===== src/rtl/mcf_pkg.sv =====
// Package: shared types and constants for the multicycle control sequencer.
// Assumes a 6-bit opcode and the select widths listed below.
package mcf_pkg;
    localparam int OPC_W  = 6;
    localparam int SELB_W = 3;
    localparam int AOP_W  = 2;
    localparam int SRC_W  = 2;

    localparam logic [OPC_W-1:0] OPC_BEQ_DEF  = 6'h04;
    localparam logic [OPC_W-1:0] OPC_JMP_DEF  = 6'h02;
    localparam logic [OPC_W-1:0] OPC_DBNZ_DEF = 6'h3C;

    typedef enum logic [2:0] {
        ST_FETCH  = 3'd0,
        ST_DECODE = 3'd1,
        ST_BEQ    = 3'd2,
        ST_JMP    = 3'd3,
        ST_CNTDN  = 3'd4
    } state_t;

    typedef struct packed {
        logic              mem_rd;
        logic              mem_wr;
        logic              addr_sel;
        logic              ir_wr;
        logic              pc_wr;
        logic              pc_wr_cond;
        logic              cond_inv;
        logic [SRC_W-1:0]  pc_src;
        logic              alu_a_sel;
        logic [SELB_W-1:0] alu_b_sel;
        logic [AOP_W-1:0]  alu_op;
        logic              tgt_wr;
        logic              reg_dst;
        logic              mem_to_reg;
        logic              reg_wr;
    } ctrl_t;
endpackage


===== src/rtl/mcf_next_state.sv =====
// Next-state logic of the control sequencer.
// Assumes opcode is stable during the decode cycle. Unused encodings recover to fetch.
module mcf_next_state #(
    parameter int                        OPC_W    = mcf_pkg::OPC_W,
    parameter logic [OPC_W-1:0]          OPC_BEQ  = mcf_pkg::OPC_BEQ_DEF,
    parameter logic [OPC_W-1:0]          OPC_JMP  = mcf_pkg::OPC_JMP_DEF,
    parameter logic [OPC_W-1:0]          OPC_DBNZ = mcf_pkg::OPC_DBNZ_DEF
) (
    input  mcf_pkg::state_t  cur,
    input  logic [OPC_W-1:0] opcode,
    output mcf_pkg::state_t  nxt
);
    import mcf_pkg::*;

    // Pick the following state from the current state and the decoded opcode.
    always_comb begin
        nxt = ST_FETCH;
        case (cur)
            ST_FETCH:  nxt = ST_DECODE;
            ST_DECODE: begin
                if (opcode == OPC_BEQ)       nxt = ST_BEQ;
                else if (opcode == OPC_JMP)  nxt = ST_JMP;
                else if (opcode == OPC_DBNZ) nxt = ST_CNTDN;
                else                         nxt = ST_FETCH;
            end
            default:   nxt = ST_FETCH;
        endcase
    end
endmodule


===== src/rtl/mcf_ctrl_rom.sv =====
// Maps the current state to the datapath control word.
// Assumes every field not named for a state is held at 0.
module mcf_ctrl_rom (
    input  mcf_pkg::state_t cur,
    output mcf_pkg::ctrl_t  ctl
);
    import mcf_pkg::*;

    // Produce the control word of each state on top of all-zero defaults.
    always_comb begin
        ctl = '0;
        case (cur)
            ST_FETCH: begin
                ctl.mem_rd    = 1'b1;
                ctl.addr_sel  = 1'b0;
                ctl.ir_wr     = 1'b1;
                ctl.alu_a_sel = 1'b0;
                ctl.alu_b_sel = 3'b001;
                ctl.alu_op    = 2'b00;
                ctl.pc_src    = 2'b00;
                ctl.pc_wr     = 1'b1;
            end
            ST_DECODE: begin
                ctl.alu_a_sel = 1'b0;
                ctl.alu_b_sel = 3'b011;
                ctl.alu_op    = 2'b00;
                ctl.tgt_wr    = 1'b1;
            end
            ST_BEQ: begin
                ctl.alu_a_sel  = 1'b1;
                ctl.alu_b_sel  = 3'b000;
                ctl.alu_op     = 2'b01;
                ctl.pc_wr_cond = 1'b1;
                ctl.pc_src     = 2'b01;
                ctl.cond_inv   = 1'b0;
            end
            ST_JMP: begin
                ctl.pc_wr  = 1'b1;
                ctl.pc_src = 2'b10;
            end
            ST_CNTDN: begin
                ctl.alu_a_sel  = 1'b1;
                ctl.alu_b_sel  = 3'b100;
                ctl.alu_op     = 2'b01;
                ctl.pc_wr_cond = 1'b1;
                ctl.cond_inv   = 1'b1;
                ctl.pc_src     = 2'b01;
                ctl.reg_dst    = 1'b0;
                ctl.mem_to_reg = 1'b0;
                ctl.reg_wr     = 1'b1;
            end
            default: ctl = '0;
        endcase
    end
endmodule


===== src/rtl/mcf_pc_gate.sv =====
// Combines the unconditional and conditional PC requests with the ALU zero flag.
// Assumes cond_inv is meaningful only while pc_wr_cond is set.
module mcf_pc_gate (
    input  logic pc_wr,
    input  logic pc_wr_cond,
    input  logic cond_inv,
    input  logic alu_zero,
    output logic pc_load
);
    // Resolve the PC load enable, with the condition polarity set by cond_inv.
    always_comb begin
        pc_load = pc_wr | (pc_wr_cond & (alu_zero ^ cond_inv));
    end
endmodule


===== src/rtl/mc_ctrl_fsm.sv =====
// Top of the multicycle control sequencer: state register plus its submodules.
// Assumes opcode comes from the instruction register loaded in fetch. Reset is synchronous, active low.
module mc_ctrl_fsm #(
    parameter int                        OPC_W    = mcf_pkg::OPC_W,
    parameter logic [OPC_W-1:0]          OPC_BEQ  = mcf_pkg::OPC_BEQ_DEF,
    parameter logic [OPC_W-1:0]          OPC_JMP  = mcf_pkg::OPC_JMP_DEF,
    parameter logic [OPC_W-1:0]          OPC_DBNZ = mcf_pkg::OPC_DBNZ_DEF
) (
    input  logic                       clk,
    input  logic                       rst_n,
    input  logic [OPC_W-1:0]           opcode,
    input  logic                       alu_zero,
    output logic                       mem_rd,
    output logic                       mem_wr,
    output logic                       addr_sel,
    output logic                       ir_wr,
    output logic                       pc_wr,
    output logic                       pc_wr_cond,
    output logic                       cond_inv,
    output logic [mcf_pkg::SRC_W-1:0]  pc_src,
    output logic                       alu_a_sel,
    output logic [mcf_pkg::SELB_W-1:0] alu_b_sel,
    output logic [mcf_pkg::AOP_W-1:0]  alu_op,
    output logic                       tgt_wr,
    output logic                       reg_dst,
    output logic                       mem_to_reg,
    output logic                       reg_wr,
    output logic                       pc_load
);
    import mcf_pkg::*;

    state_t cur_q;
    state_t nxt;
    ctrl_t  ctl;

    // Hold the current state; reset forces fetch.
    always_ff @(posedge clk) begin
        if (!rst_n) cur_q <= ST_FETCH;
        else        cur_q <= nxt;
    end

    mcf_next_state #(
        .OPC_W(OPC_W), .OPC_BEQ(OPC_BEQ), .OPC_JMP(OPC_JMP), .OPC_DBNZ(OPC_DBNZ)
    ) u_next (
        .cur(cur_q), .opcode(opcode), .nxt(nxt)
    );

    mcf_ctrl_rom u_rom (.cur(cur_q), .ctl(ctl));

    mcf_pc_gate u_gate (
        .pc_wr(ctl.pc_wr), .pc_wr_cond(ctl.pc_wr_cond), .cond_inv(ctl.cond_inv),
        .alu_zero(alu_zero), .pc_load(pc_load)
    );

    // Fan the control word out to the individual ports.
    always_comb begin
        mem_rd     = ctl.mem_rd;
        mem_wr     = ctl.mem_wr;
        addr_sel   = ctl.addr_sel;
        ir_wr      = ctl.ir_wr;
        pc_wr      = ctl.pc_wr;
        pc_wr_cond = ctl.pc_wr_cond;
        cond_inv   = ctl.cond_inv;
        pc_src     = ctl.pc_src;
        alu_a_sel  = ctl.alu_a_sel;
        alu_b_sel  = ctl.alu_b_sel;
        alu_op     = ctl.alu_op;
        tgt_wr     = ctl.tgt_wr;
        reg_dst    = ctl.reg_dst;
        mem_to_reg = ctl.mem_to_reg;
        reg_wr     = ctl.reg_wr;
    end
endmodule


===== config.mk =====
export PLATFORM = sky130hd
export DESIGN_NAME = mc_ctrl_fsm
export DESIGN_NICKNAME = d
export VERILOG_FILES = /design/src/rtl/mcf_pkg.sv /design/src/rtl/mcf_next_state.sv /design/src/rtl/mcf_ctrl_rom.sv /design/src/rtl/mcf_pc_gate.sv /design/src/rtl/mc_ctrl_fsm.sv
export SDC_FILE = /design/constraint.sdc
export NUM_CORES = 1
export LEC_CHECK = 0
export BUFFER_PORTS_ARGS = -buffer_cell sky130_fd_sc_hd__buf_2
export CAP_MARGIN = 20
export CORE_AREA = 4 4 41 43
export DETAILED_ROUTE_END_ITERATION = 8
export DIE_AREA = 0 0 45 47
export GPL_TIMING_DRIVEN = 0
export PLACE_DENSITY = 0.57
export SETUP_SLACK_MARGIN = 0.3
export SLEW_MARGIN = 10
export SYNTH_ARGS = -nofsm -noshare
export SYNTH_HDL_FRONTEND = slang
export SYNTH_SLANG_ARGS = --single-unit

===== constraint.sdc =====
create_clock -name clk -period 1.1 [get_ports clk]
set_input_delay 0.11 -clock clk [delete_from_list [all_inputs] [get_ports clk]]
set_output_delay 0.11 -clock clk [all_outputs]
set_load 0.01 [all_outputs]

=== Word level (Yosys, flattened, before mapping) ===
Index checks and enable logic that the tools add are counted.

* Word-level logic and storage cells: 26
* Output and inout bits: 20
* Bits in registers: 3

* Bitwise logic cells: 3
* Reductions and logical operators: 3
* Equality and inequality tests: 7
* Mux-type cells: 12

{| class="wikitable"
|+ Operators by type and width
! cell !! number
|-
| 6-bit case mux with 4 select lines || 1
|-
| 3-bit two-way mux || 3
|-
| 2-bit case mux with 2 select lines || 2
|-
| 3-bit by 2-bit == test with 1-bit output (second input constant) || 2
|-
| 6-bit by 2-bit == test with 1-bit output (second input constant) || 1
|-
| 6-bit by 3-bit == test with 1-bit output (second input constant) || 1
|-
| 6-bit == test (second input constant) || 1
|-
| 3-bit case mux with 2 select lines || 1
|-
| 1-bit two-way mux || 5
|-
| 2-bit OR reduction || 2
|-
| 3-bit by 1-bit == test with 1-bit output (second input constant) || 1
|-
| 3-bit == test (second input constant) || 1
|-
| 3-bit zero test || 1
|-
| 1-bit bitwise AND || 1
|-
| 1-bit bitwise OR || 1
|-
| 1-bit XOR || 1
|}

=== Logic depth before layout (Yosys ltp) ===
* Word-level depth: 5
* Depth in mapped cells: 4
* Depth with buffers taken out: 3

=== Cells and area by module ===
A second synthesis with hierarchy kept.

* Cell total of the unflattened synthesis: 41
* Area, all modules: 326.6 um2

{| class="wikitable"
|+ Modules (own cells, without submodules)
! module !! area each (um2) !! sequential area each (um2) !! cells an instance !! instances
|-
| mcf_ctrl_rom || 150.1 || 0.0 || 24 || 1
|-
| mcf_next_state || 81.3 || 0.0 || 9 || 1
|-
| mc_ctrl_fsm || 78.8 || 60.1 || 6 || 1
|-
| mcf_pc_gate || 16.3 || 0.0 || 2 || 1
|}

=== Worst setup path after synthesis ===
OpenSTA, ideal clock, no wires.

* Path kind: register to output
* Start point: reg cur_q[0]
* End point: out alu_b_sel[2] (netlist bit)
* Arrival: 1.046 ns
* Setup slack: -0.056 ns
* Stages on the path, launching flop included: 5
* Required time: 0.990 ns
* Cell sequence: dfxtp_1 > buf_4 > or2_1 > nor2_1 > buf_4

* Longest elaborated chain between the ends: 2

{| class="wikitable"
|+ RTL lines
! what !! line !! RTL
|-
| start, declared || mc_ctrl_fsm.sv:32 || <nowiki>state_t cur_q;</nowiki>
|-
| start signal, assigned || mc_ctrl_fsm.sv:39 || <nowiki>else cur_q <= nxt;</nowiki>
|-
| 3-bit == test (tied with other cells) || mcf_ctrl_rom.sv:12 || <nowiki>case (cur)</nowiki>
|-
| 6-bit case mux with 4 select lines * || mcf_ctrl_rom.sv:12 ||
|-
| end, declared || mc_ctrl_fsm.sv:22 || <nowiki>output logic [mcf_pkg::SELB_W-1:0] alu_b_sel,</nowiki>
|}

Every way passes the cells marked *; elsewhere a longest branch is shown, timed or not.

=== Final worst setup path ===
* Start point: reg cur_q[2]
* End point: out alu_b_sel[1] (netlist bit)

The elaborated chain is that of the path after synthesis.

==> flow_summary.ini <==
[synthesis]
ys_seq_area_share_pct = 18.46
yosys.area.top_type = buf_4
synth.top_cell.area_share_pct = 30.00
synth_area_um2 = 325.3
yosysWarnings = 0
synth-seq-cells = 3
ys.flop_type = dfxtp_1
synth_cell_types = 20
synth_edf_count = 0
synth_commonest_cells = 13 x buf_4, 4 x nor2_1, 3 x dfxtp_1, 3 x nand2_1
avgSynthCellArea_um2 = 7.746
synthesis.instances = 42
yosysMostFrequentCell = buf_4
yosys-top-cells-area = buf_4 30%, dfxtp_1 18%, nor4_2 7.7%
async_flop_share_pct = 0

[grt]
grt_pass1_wl_mm = 1.324
antenna_found_initial = 0
globalRouteTotalUtil_pct = 8.596
grt_max_degree = 8
grt_pass1_vias = 346
grt_overflow = 0

[run]
maxCapViolations = 0

[die]
die_w_um = 45
ios = 29
rows = 13
die_h_um = 47
core_um2 = 1301
die-area_um2 = 2115
start_util_pct = 25.00

[cts]
h-tree-depth = 1
cts-root-buf = clkbuf_4
insertion_delay_ns = 0.23
clk_path_buf_depth = 2
cts_buffers = 3
clock-sinks = 3
cts_tree = yes
clkSlewWorstSetupHoldPaths_ns = 0.04

[placed_design]
routabilityCongestion = 0.6234
portBuffers = 23
place_hpwl_um = 620.6

[sta]
slew_viol_final = 0
period_share_pct = 120.5
post-route-min-period_ns = 1.326
worst_clock_skew_ns = 0.0006773
timing.fmax_mhz = 754.3
finalHoldViolCount = 0
grt_setup_unrepaired = yes
hold_ws_ns = 0.06299
setup_viol = 18
worst_slack_ns = -0.2257

[layout]
final_util_pct = 54.42
drive_above_1_share_pct = 81.71
top_register = cur_q
largestRegisters = cur_q x3
multi_input_area_um2 = 230.2
nFillCells = 136
area_delta_synth_final_pct = 117.7
nets = 92
regArea_um2 = 66.31
largest_reg_flops = 3
diodes = 0

[worst_hold_path]
hold_path_class = in2reg
worstHoldEndpoint = cur_q[2]
hold_depth = 2
holdCritStartpoint = opcode[0]

[setup_path]
worst_setup_path_start_kind = register
required_ns = 0.99
crit_path_end_kind = primary output
ff2ff_setup_slack_ns = -0.13
worstPathArrival_ns = 1.22
r2r-start = cur_q[2]
crit_fanout = 6
path_class = reg2out
rr_endpoint = cur_q[2]
r2r_cells = 7

[routing]
drt_iter0_drc = 2
num_vias = 394
final_antenna_net_count = 0
routed_wl_um = 912
vias_per_cell = 4.062
drt-wirelength-per-cell_um = 9.402
drc = 0
drt_first_pass_iters = 2

[status]
outcome = finished, violations left
violations = setup timing

[power]
leakage_nw = 0.3518
ir_drop_mv = 0.3606
p_per_area_nw_per_um2 = 646.6
[critical path, cell delays in order (launching register included)]
cell,delay (ns)
dfxtp_2,0.31
buf_6,0.13
buf_4,0.14
nor2_4,0.16
and2_4,0.16
buf_6,0.09
[metrics by stage]
step / cell area [um2] / setup WS, ns / instances / power [mW] / setup TNS, ns
2_1_floorplan: 380.4 / 0.06111 / 46 / 0.1967 / 0
3_3_place_gp: 514.2 / -0.007523 / 84 / 0.2381 / -0.01490
3_5_place_dp: 514.2 / -0.02320 / 84 / 0.2397 / -0.04427
4_1_cts: 634.4 / -0.2187 / 93 / 0.4578 / -2.064
5_1_grt: 708.2 / -0.2909 / 97 / 0.4896 / -3.852
6_report: 708.2 / -0.2257 / 97 / 0.4579 / -2.886
[routing by layer]
metal / track usage [%] / part of all wire [%] / vias up
li1: - / - / 201
met1: 7.692 / 34 / 174
met2: 16.67 / 56 / 19
met3: 3.831 / 9.4 / 0
met4: 3.509 / 0 / 0
met5: 0 / 0 / -
[report_power, final]
group          total (mW)  internal [mW]  switching, mW
Combinational       0.156         0.0857         0.0702
Sequential          0.113          0.111        0.00169
Clock               0.189          0.136         0.0537
[cells in the final DEF (no fill, tap or decap)]
cell type	Yosys	final
nand3b_1	1	1
nand4_1	1	1
and2_4	0	2
clkbuf_4	0	3
nor4_2	2	2
nor2b_1	1	1
buf_6	0	16
nor2_4	1	2
nor2_1	4	1
nand2_1	3	3
buf_2	0	15
inv_4	0	1
a21oi_2	0	1
conb_1	1	5
dfxtp_2	0	2
xnor2_2	0	1
nand3_4	0	1
nor2_2	0	2
or2_4	0	1
dfxtp_4	0	1
o21ai_2	0	1
clkbuf_1	0	1
a21oi_1	2	1
buf_4	13	14
a221oi_2	0	1
nor3_2	0	1
xor2_1	1	1
[cell families (layout without fill, tap and decap cells)]
logic type	Yosys count	after routing	synth area share, %
simple gates	18	18	36.54
buf+inv	14	50	31.15
compound gates	4	4	7.307
flops	3	3	18.46
xor+xnor	2	2	5.386
other cells	1	5	1.153
[how the worst max path moves through the flow]
stage / start / endpoint / slack, ns
floorplan: cur_q[0] / alu_b_sel[2] / 0.06
global placement: cur_q[0] / reg_wr / -0.008
detailed placement: cur_q[0] / reg_wr / -0.02
CTS: cur_q[0] / reg_wr / -0.22
global route: cur_q[2] / mem_rd / -0.29
finish: cur_q[2] / alu_b_sel[1] / -0.23
[area by class of cell]
type	instances	share of cell area, %
clock buffer	4	3.710
timing repair buffer	32	34.98
buffer	13	15.90
multi-input combinational	29	32.51
inverter	1	0.8834
tap	15	2.650
sequential	3	9.364
[what timing repair did]
item	4_1_cts	5_1_grt
pin swaps	4	7
setup buffers	5	4
hold buffers	0	0
resized for setup	11	13
setup endpoints to repair	17	18
Note: power is estimated with default switching activity, not from simulation.
